==> src/rtl/bst_pkg.sv <==
package bst_pkg;

   typedef enum logic [1:0] {
      TR_IDLE = 2'b00,
      TR_BUSY = 2'b01,
      TR_NSEQ = 2'b10,
      TR_SEQ  = 2'b11
   } trans_e;

   localparam logic [1:0] RSP_OKAY  = 2'b00;
   localparam logic [1:0] RSP_ERROR = 2'b01;
   localparam logic [1:0] RSP_RETRY = 2'b10;

   localparam logic [5:0] C_IDLE   = 6'b000000;
   localparam logic [5:0] C_BUSY   = 6'b000010;
   localparam logic [5:0] C_ERR1   = 6'b000110;
   localparam logic [5:0] C_RTY1   = 6'b111110;
   localparam logic [5:0] C_WSLV   = 6'b001100;
   localparam logic [5:0] C_WLINK  = 6'b001101;
   localparam logic [5:0] C_WARB   = 6'b001110;

   // Sequential beat code from the burst field
   function automatic logic [5:0] seq_code(input logic [2:0] burst);
      case (burst)
         3'b001:  return 6'b000001;
         3'b010:  return 6'b011010;
         3'b011:  return 6'b000011;
         3'b100:  return 6'b000100;
         3'b101:  return 6'b000101;
         3'b110:  return 6'b011011;
         3'b111:  return 6'b000111;
         default: return C_IDLE;
      endcase
   endfunction

   // Nonsequential code from direction and a 4-bit slave index
   function automatic logic [5:0] nseq_code(input logic wr, input logic [3:0] s);
      if (s == 4'd7 || s > 4'd13) return C_IDLE;
      if (wr) begin
         if (!s[3]) return {3'b010, s[2:0]};
         return {3'b110, s[2:0]};
      end
      if (s < 4'd4) return {3'b001, s[2:0]};
      if (!s[3])    return {4'b0111, 2'(s - 4'd4)};
      return {3'b111, s[2:0]};
   endfunction

endpackage

==> src/rtl/bst_capture.sv <==
module bst_capture #(
   parameter int SLV_W = 4
) (
   input  logic             clk,
   input  logic             rst_n,
   input  logic             hready,
   input  logic [1:0]       htrans,
   input  logic [2:0]       hburst,
   input  logic             hwrite,
   input  logic [SLV_W-1:0] tgt_slave,
   output bst_pkg::trans_e  dp_trans,
   output logic [2:0]       dp_burst,
   output logic             dp_write,
   output logic [SLV_W-1:0] dp_slave
);
   import bst_pkg::*;

   // Address-phase fields move into the data phase only when the bus advances
   always_ff @(posedge clk or negedge rst_n) begin
      if (!rst_n) begin
         dp_trans <= TR_IDLE;
         dp_burst <= '0;
         dp_write <= 1'b0;
         dp_slave <= '0;
      end else if (hready) begin
         dp_trans <= trans_e'(htrans);
         dp_burst <= hburst;
         dp_write <= hwrite;
         dp_slave <= tgt_slave;
      end
   end
endmodule

==> src/rtl/bst_classify.sv <==
module bst_classify #(
   parameter int SLV_W = 4
) (
   input  bst_pkg::trans_e  dp_trans,
   input  logic [2:0]       dp_burst,
   input  logic             dp_write,
   input  logic [SLV_W-1:0] dp_slave,
   input  logic             hready,
   input  logic [1:0]       hresp,
   input  logic             wait_arb,
   input  logic             wait_link,
   output logic [5:0]       code6
);
   import bst_pkg::*;

   logic       slave_fits;
   logic [3:0] slave_lo;

   generate
      if (SLV_W > 4) begin : g_wide_idx
         assign slave_fits = (dp_slave[SLV_W-1:4] == '0);
         assign slave_lo   = dp_slave[3:0];
      end else begin : g_narrow_idx
         assign slave_fits = 1'b1;
         assign slave_lo   = 4'(dp_slave);
      end
   endgenerate

   always_comb begin
      if (!hready) begin
         if (hresp == RSP_ERROR)      code6 = C_ERR1;
         else if (hresp == RSP_RETRY) code6 = C_RTY1;
         else if (wait_arb)           code6 = C_WARB;
         else if (wait_link)          code6 = C_WLINK;
         else                         code6 = C_WSLV;
      end else begin
         case (dp_trans)
            TR_BUSY: code6 = C_BUSY;
            TR_SEQ:  code6 = seq_code(dp_burst);
            TR_NSEQ: code6 = slave_fits ? nseq_code(dp_write, slave_lo) : C_IDLE;
            default: code6 = C_IDLE;
         endcase
      end
   end
endmodule

==> src/rtl/bst_delay.sv <==
module bst_delay #(
   parameter int             W     = 6,
   parameter int             DEPTH = 3,
   parameter logic [W-1:0]   RST_V = '1
) (
   input  logic         clk,
   input  logic         rst_n,
   input  logic [W-1:0] d,
   output logic [W-1:0] q
);
   logic [W-1:0] stage [DEPTH];

   generate
      for (genvar i = 0; i < DEPTH; i++) begin : g_stage
         always_ff @(posedge clk or negedge rst_n) begin
            if (!rst_n)      stage[i] <= RST_V;
            else if (i == 0) stage[i] <= d;
            else             stage[i] <= stage[(i == 0) ? 0 : i-1];
         end
      end
   endgenerate

   assign q = stage[DEPTH-1];
endmodule

==> src/rtl/bus_state_tracer.sv <==
module bus_state_tracer #(
   parameter int CODE_W = 6,
   parameter int SLV_W  = 4
) (
   input  logic              clk,
   input  logic              rst_n,
   input  logic [1:0]        htrans,
   input  logic [2:0]        hburst,
   input  logic              hwrite,
   input  logic              hready,
   input  logic [1:0]        hresp,
   input  logic [SLV_W-1:0]  tgt_slave,
   input  logic              wait_arb,
   input  logic              wait_link,
   output logic [CODE_W-1:0] state_code
);
   import bst_pkg::*;

   localparam int          LAG   = 3;
   localparam logic [5:0]  RST6  = 6'h3F >> (6 - CODE_W);

   generate
      if (CODE_W < 4 || CODE_W > 6) begin : g_bad_code_w
         $error("CODE_W must be 4, 5 or 6");
      end
      if (SLV_W < 4) begin : g_bad_slv_w
         $error("SLV_W must be at least 4");
      end
   endgenerate

   trans_e           dp_trans;
   logic [2:0]       dp_burst;
   logic             dp_write;
   logic [SLV_W-1:0] dp_slave;
   logic [5:0]       code6;
   logic [5:0]       code_n;

   bst_capture #(.SLV_W(SLV_W)) u_capture (
      .clk(clk), .rst_n(rst_n), .hready(hready), .htrans(htrans),
      .hburst(hburst), .hwrite(hwrite), .tgt_slave(tgt_slave),
      .dp_trans(dp_trans), .dp_burst(dp_burst), .dp_write(dp_write),
      .dp_slave(dp_slave)
   );

   bst_classify #(.SLV_W(SLV_W)) u_classify (
      .dp_trans(dp_trans), .dp_burst(dp_burst), .dp_write(dp_write),
      .dp_slave(dp_slave), .hready(hready), .hresp(hresp),
      .wait_arb(wait_arb), .wait_link(wait_link), .code6(code6)
   );

   // Narrow layers substitute codes that do not fit their width
   generate
      if (CODE_W >= 6) begin : g_full
         assign code_n = code6;
      end else begin : g_narrow
         logic fits;
         assign fits   = ((code6 >> CODE_W) == 6'd0);
         assign code_n = fits ? code6 : ((code6 == C_RTY1) ? C_WSLV : C_IDLE);
      end
   endgenerate

   bst_delay #(.W(CODE_W), .DEPTH(LAG), .RST_V(RST6[CODE_W-1:0])) u_delay (
      .clk(clk), .rst_n(rst_n), .d(code_n[CODE_W-1:0]), .q(state_code)
   );

endmodule

==> config.mk <==
export PLATFORM = sky130hd
export DESIGN_NAME = bus_state_tracer
export DESIGN_NICKNAME = d
export VERILOG_FILES = /design/src/rtl/bst_pkg.sv /design/src/rtl/bst_capture.sv /design/src/rtl/bst_classify.sv /design/src/rtl/bst_delay.sv /design/src/rtl/bus_state_tracer.sv
export SDC_FILE = /design/constraint.sdc
export NUM_CORES = 1
export LEC_CHECK = 0
export ABC_CLOCK_PERIOD_IN_PS = 1050
export BUFFER_PORTS_ARGS = -buffer_cell sky130_fd_sc_hd__buf_2
export CORE_AREA = 2 2 51 53
export CTS_BUF_LIST = sky130_fd_sc_hd__clkbuf_8
export DETAILED_ROUTE_END_ITERATION = 8
export DIE_AREA = 0 0 53 55
export GPL_TIMING_DRIVEN = 1
export PLACE_DENSITY = 0.84
export SYNTH_ARGS = -nofsm -noshare
export SYNTH_HDL_FRONTEND = slang
export SYNTH_HIERARCHICAL = 1
export SYNTH_SLANG_ARGS = --single-unit
==> constraint.sdc <==
create_clock -name clk -period 1.05 [get_ports clk]
set_input_delay 0.105 -clock clk [delete_from_list [all_inputs] [get_ports clk]]
set_output_delay 0.105 -clock clk [all_outputs]
set_load 0.01 [all_outputs]
# Word level (Yosys, flattened, before mapping)
# Cells that the tools add are included.
# word_totals
register_bits,28
out_inout_bits,6
wordCells,63
# op_classes
add_sub_neg,1
order_cmp,2
n_eq_ne,13
n_mux,39
reduce_logical,1
# ops
operator,n
6-bit two-way mux,14
5-bit one-hot mux with 7 select lines,1
1-bit two-way mux,23
6-bit one-hot mux with 3 select lines,1
3-bit equality test (second input constant),4
2-bit equality test (second input constant),3
3-bit by 2-bit equality test with 1-bit output (second input constant),2
2-bit by 1-bit equality test with 1-bit output (second input constant),2
4-bit by 3-bit equality test with 1-bit output (second input constant),1
4-bit > comparator (second input constant),1
4-bit by 3-bit < comparator with 1-bit output (second input constant),1
3-bit by 1-bit equality test with 1-bit output (second input constant),1
2-bit by 1-bit subtractor with 2-bit output (second input constant),1
1-bit logical OR,1

# Longest topological paths before layout
# depth
word_depth,23
mapped_depth,4

# Hierarchy
# The synthesis kept the hierarchy.
# by_module_without_submodules
module,n_inst,cells_each,area_per_inst_um2
bst_delay,1,24,518.0
bst_capture,1,21,411.6
bst_classify,1,29,196.4

# Worst setup path after synthesis
# Ideal clock, no wire load.
# synth_timing
kind,register to register
start,reg u_capture.dp_trans[1]
end,reg u_delay/stage[12] (netlist name)
arrival_time_ns,1.025
required_time_ns,0.967
setup_slack_ns,-0.058
stages_incl_launch_ff,4
n_path_buf,0
synth_period_minus_slack_ns,1.108
path_cell_list,dfrtp_1 nor2b_4 and3_4 a221o_1
# synth_via
elab_chain_len,3
# synth_rtl
item,line_no,text
"start, declared",bst_capture.sv:11,"output bst_pkg::trans_e dp_trans,"
"start signal, assigned",bst_capture.sv:26,dp_trans <= trans_e'(htrans);
2-bit equality test or 2-bit by 1-bit equality test with 1-bit output (tied branches),n/a,
6-bit one-hot mux with 3 select lines (*),bst_classify.sv:37,case (dp_trans)
6-bit two-way mux (*),bst_classify.sv:30,if (!hready) begin
via code6[0],bus_state_tracer.sv:35,logic [5:0] code6;
"end signal, assigned by index",bst_delay.sv:18,else stage[i] <= stage[(i == 0) ? 0 : i-1];
"end, declared",bst_delay.sv:11,logic [W-1:0] stage [DEPTH];
# Mark *: on every way through the listed nets, which the timed path passes. The rest lies on a longest branch.
# A chain may end at the register's enable or synchronous reset.

# Worst setup path in the final report
# layout_timing
start,reg u_capture.dp_slave[3]
end,reg u_delay/stage[12] (netlist name)
# layout_via
elab_chain_len,15
# layout_rtl
item,line_no,text
"start, declared",bst_capture.sv:14,output logic [SLV_W-1:0] dp_slave
"start signal, assigned",bst_capture.sv:29,dp_slave <= tgt_slave;
1-bit two-way mux,"bst_pkg.sv:40, bst_pkg.sv:44",
1-bit two-way mux (2 in a row),bst_pkg.sv:39,if (wr) begin
1-bit two-way mux,bst_classify.sv:37,
1-bit two-way mux,bst_classify.sv:30,
6-bit two-way mux,bst_pkg.sv:41,"return {3'b110, s[2:0]};"
6-bit two-way mux,bst_pkg.sv:39,
6-bit two-way mux,bst_pkg.sv:43,"if (s < 4'd4) return {3'b001, s[2:0]};"
6-bit two-way mux,bst_pkg.sv:44,"if (!s[3]) return {4'b0111, 2'(s - 4'd4)};"
6-bit two-way mux,bst_pkg.sv:45,"return {3'b111, s[2:0]};"
6-bit two-way mux,bst_pkg.sv:44,
6-bit two-way mux,bst_pkg.sv:43,
6-bit two-way mux (*),bst_pkg.sv:39,
6-bit one-hot mux with 3 select lines (*),bst_classify.sv:37,
6-bit two-way mux (*),bst_classify.sv:30,
via code6[0],bus_state_tracer.sv:35,
# Mark *: on every way through the listed nets, which the timed path passes. The rest lies on a longest branch. The select of a mux whose other input is x is not followed.

==> results.toml <==
[global_route]
grt_pass1_wl_um = 3243
grt_pass1_vias = 727
grt_max_degree = 29
overflow = 0
antenna_found_initial = 0
gr-usage-all-layers_pct = 16.27

[min_path]
hp-class = "in -> reg"

[setup_path]
endpoint = "u_delay/stage[12]"
critPathKind = "reg -> reg"
reg2reg_depth = 3
crit_path_start_kind = "register"
crit_chain = "o211ai_2, and3_4, a221o_1"
cp_max_fo = 3
cp-end-kind = "register"
critPathSlowestCell = "dfrtp_1"
reg2reg_from = "u_capture/dp_slave[3]"
cp-startpoint = "u_capture/dp_slave[3]"
cp_data_required_time_ns = 1.26
r2r-end = "u_delay/stage[12]"
critPathMaxStageDelay_ns = 0.40
r2r_slack_ns = -0.06
arrival_ns = 1.32

[sta]
worst_slack_ns = -0.06204
skew_ns = 0.002163
max_slew.worst_pin.slew_ns = 0.5723
max_freq_mhz = 899.2
finalSetupViolCount = 5
finalCritPeriodShare_pct = 105.9
rsz0062_at_grt = "true"
report.final.slew_viol_count = 0
relSlewSlack_pct = 61.84
finalCriticalPeriod_ns = 1.112
hold_violations = 0

[power]
seqPwrFrac_pct = 51.6
p_leak_nw = 0.6471
netSwitchingFraction_pct = 21.84
clock_power_share_pct = 33.4
ir_worst_vdd_uv = 1142
p_int_mw = 1.962
p_comb_share_pct = 14.9
switching_power_mw = 0.5480
power_per_cell_area_nw_per_um2 = 1750

[floorplanning]
core_area_sq_um = 2365
core.rowCount = 18
num_io_pins = 23
die-area_sq_um = 2915
start_util_pct = 47.62
die_x_um = 53
die_y_um = 55

[placement]
place_congestion = 0.9134
hpwl_um = 1387
dp.cells = 126
place_area_sq_um = 1274
io_buffers = 22
pre_cts_slack_ns = -0.04665

[routing]
drt-wirelength-per-cell_um = 15.08
drt_wl_total_um = 2005
ant_nets = 0
drc_errors = 0
drt_pass1_iterations = 5
viasPerCell = 5.233
drtIter0Drc = 9
num_vias = 696

[logic_synthesis]
synth-async-reset-ratio_pct = 100.0
ys_ff_latch = 28
synthDistinctLibCells = 24
synth-edff-count = 0
syn_inst = 74
netlist_area_sq_um = 1126
synth_area_leaders = "dfstp_2, dfrtp_1, mux2_4"
yosys_warnings = 6
synthFlopType = "dfstp_2"
synth_nets = 91
yosysTopAreaCell = "dfstp_2"
synth.yosys.seq_area_share_pct = 64.22
synth_top_area_share_pct = 42.00
avgSynthCellArea_sq_um = 15.22

[final_layout]
n_antenna_cell = 0
final_cell_mix = "buf_2, dfstp_2, mux2_4, dfrtp_1, buf_4"
nFillCells = 193
stdcell_count = 133
area_growth_pct = 27.33
drive_gt1_share_pct = 71.84
layout_commonest_cell = "buf_2"
design_area_sq_um = 1434
ff_latch_area_sq_um = 723.2
multi_input_area_sq_um = 376.6
nets = 121

[clock_tree]
clkLatencyLatePin_ns = 0.27
cts-buffers-inserted = 3
clockBufferDepth = 2
clk_pin_slew_ns = 0.09
cts_root_buf = "clkbuf_8"
cts_tree = "yes"
cts_sinks = 28
htreeDepth = 1

[job]
maxCapViolations = 0

[status]
status = "finished, violations left"
violations = "negative setup slack"
cell type report:
type                       instances  area share (%)
clock buffer                       3           2.880
clock inverter                     1           2.094
inverter                           2          0.5236
multi-input combinational         36           26.27
sequential                        28           50.44
tap                               30           2.618
timing repair buffer              33           15.18
logic make-up after synthesis:
group / share of synthesized area [%]
AOI/OAI and AO/OA: 7.444
buffers and inverters: 6.000
DFF: 64.22
muxes: 13.33
and+or+nand+nor: 8.998
routing by layer:
| layer | global-route usage (%) | vias up | part of all wire [%] |
|---|---|---|---|
| li1 | - | 312 | - |
| met1 | 17.22 | 353 | 40 |
| met2 | 30.42 | 26 | 53 |
| met3 | 3.226 | 5 | 4.5 |
| met4 | 8.974 | 0 | 2.1 |
| met5 | 0 | - | 0 |
power by group through the flow:
stage | sequential (mW) | clock [mW] | combinational, mW
4_1_cts | 1.30 | 0.845 | 0.347
6_report | 1.30 | 0.839 | 0.375
3_5_place_dp | 1.31 | 0 | 0.312
2_1_floorplan | 1.31 | 0 | 0.194
5_1_grt | 1.31 | 0.902 | 0.405
3_3_place_gp | 1.30 | 0 | 0.295
sequential cells by signal, indices dropped and copies added (netlist names):
signal,count
u_capture/dp_slave,4
u_capture/dp_trans,2
u_delay/stage,12
u_capture/dp_write,1
u_delay/q,6
u_capture/dp_burst,3
worst min path at each step:
stage / to / cells past startpoint / slack [ns] / startpoint
2_1_floorplan: u_capture/dp_burst[0] / 0 / -0.19 / rst_n
3_3_place_gp: u_capture/dp_write / 1 / 0.12 / rst_n
3_5_place_dp: u_capture/dp_write / 1 / 0.14 / rst_n
4_1_cts: u_capture/dp_write / 2 / 0.05 / hwrite
5_1_grt: u_capture/dp_slave[0] / 2 / 0.04 / tgt_slave[0]
6_report: u_capture/dp_write / 2 / 0.05 / hwrite
critical path, delay by kind of cell (launching register included):
family          cells  cell delay (ns)
simple gates        1             0.20
flops               1             0.40
compound gates      2             0.45
cell usage after synthesis (2+ instances only):
cell,instances
nand3_1,4
mux2_4,10
dfrtp_1,10
o21ai_0,3
inv_1,2
nand2b_1,2
nor2b_1,3
buf_4,6
dfstp_2,18
o221ai_1,2
through the flow:
step,util [%],setup TNS [ns],hold slack [ns],power (mW)
detailed placement,53.86,-0.09688,0.1372,1.626
global placement,53.86,-0.006103,0.1241,1.598
floorplan,-,-0.02817,-0.1906,1.501
CTS,59.21,-0.09075,0.05305,2.488
global route,60.63,-0.4199,0.04130,2.614
finish,60.63,-0.1478,0.04971,2.510
timing repair:
action	CTS	global route
setup endpoints to repair	4	10
hold buffers	1	0
pin swaps	2	2
hold endpoints to repair	10	0
setup buffers	2	0
resized for setup	6	7
Power figures use the tool's default switching activity.
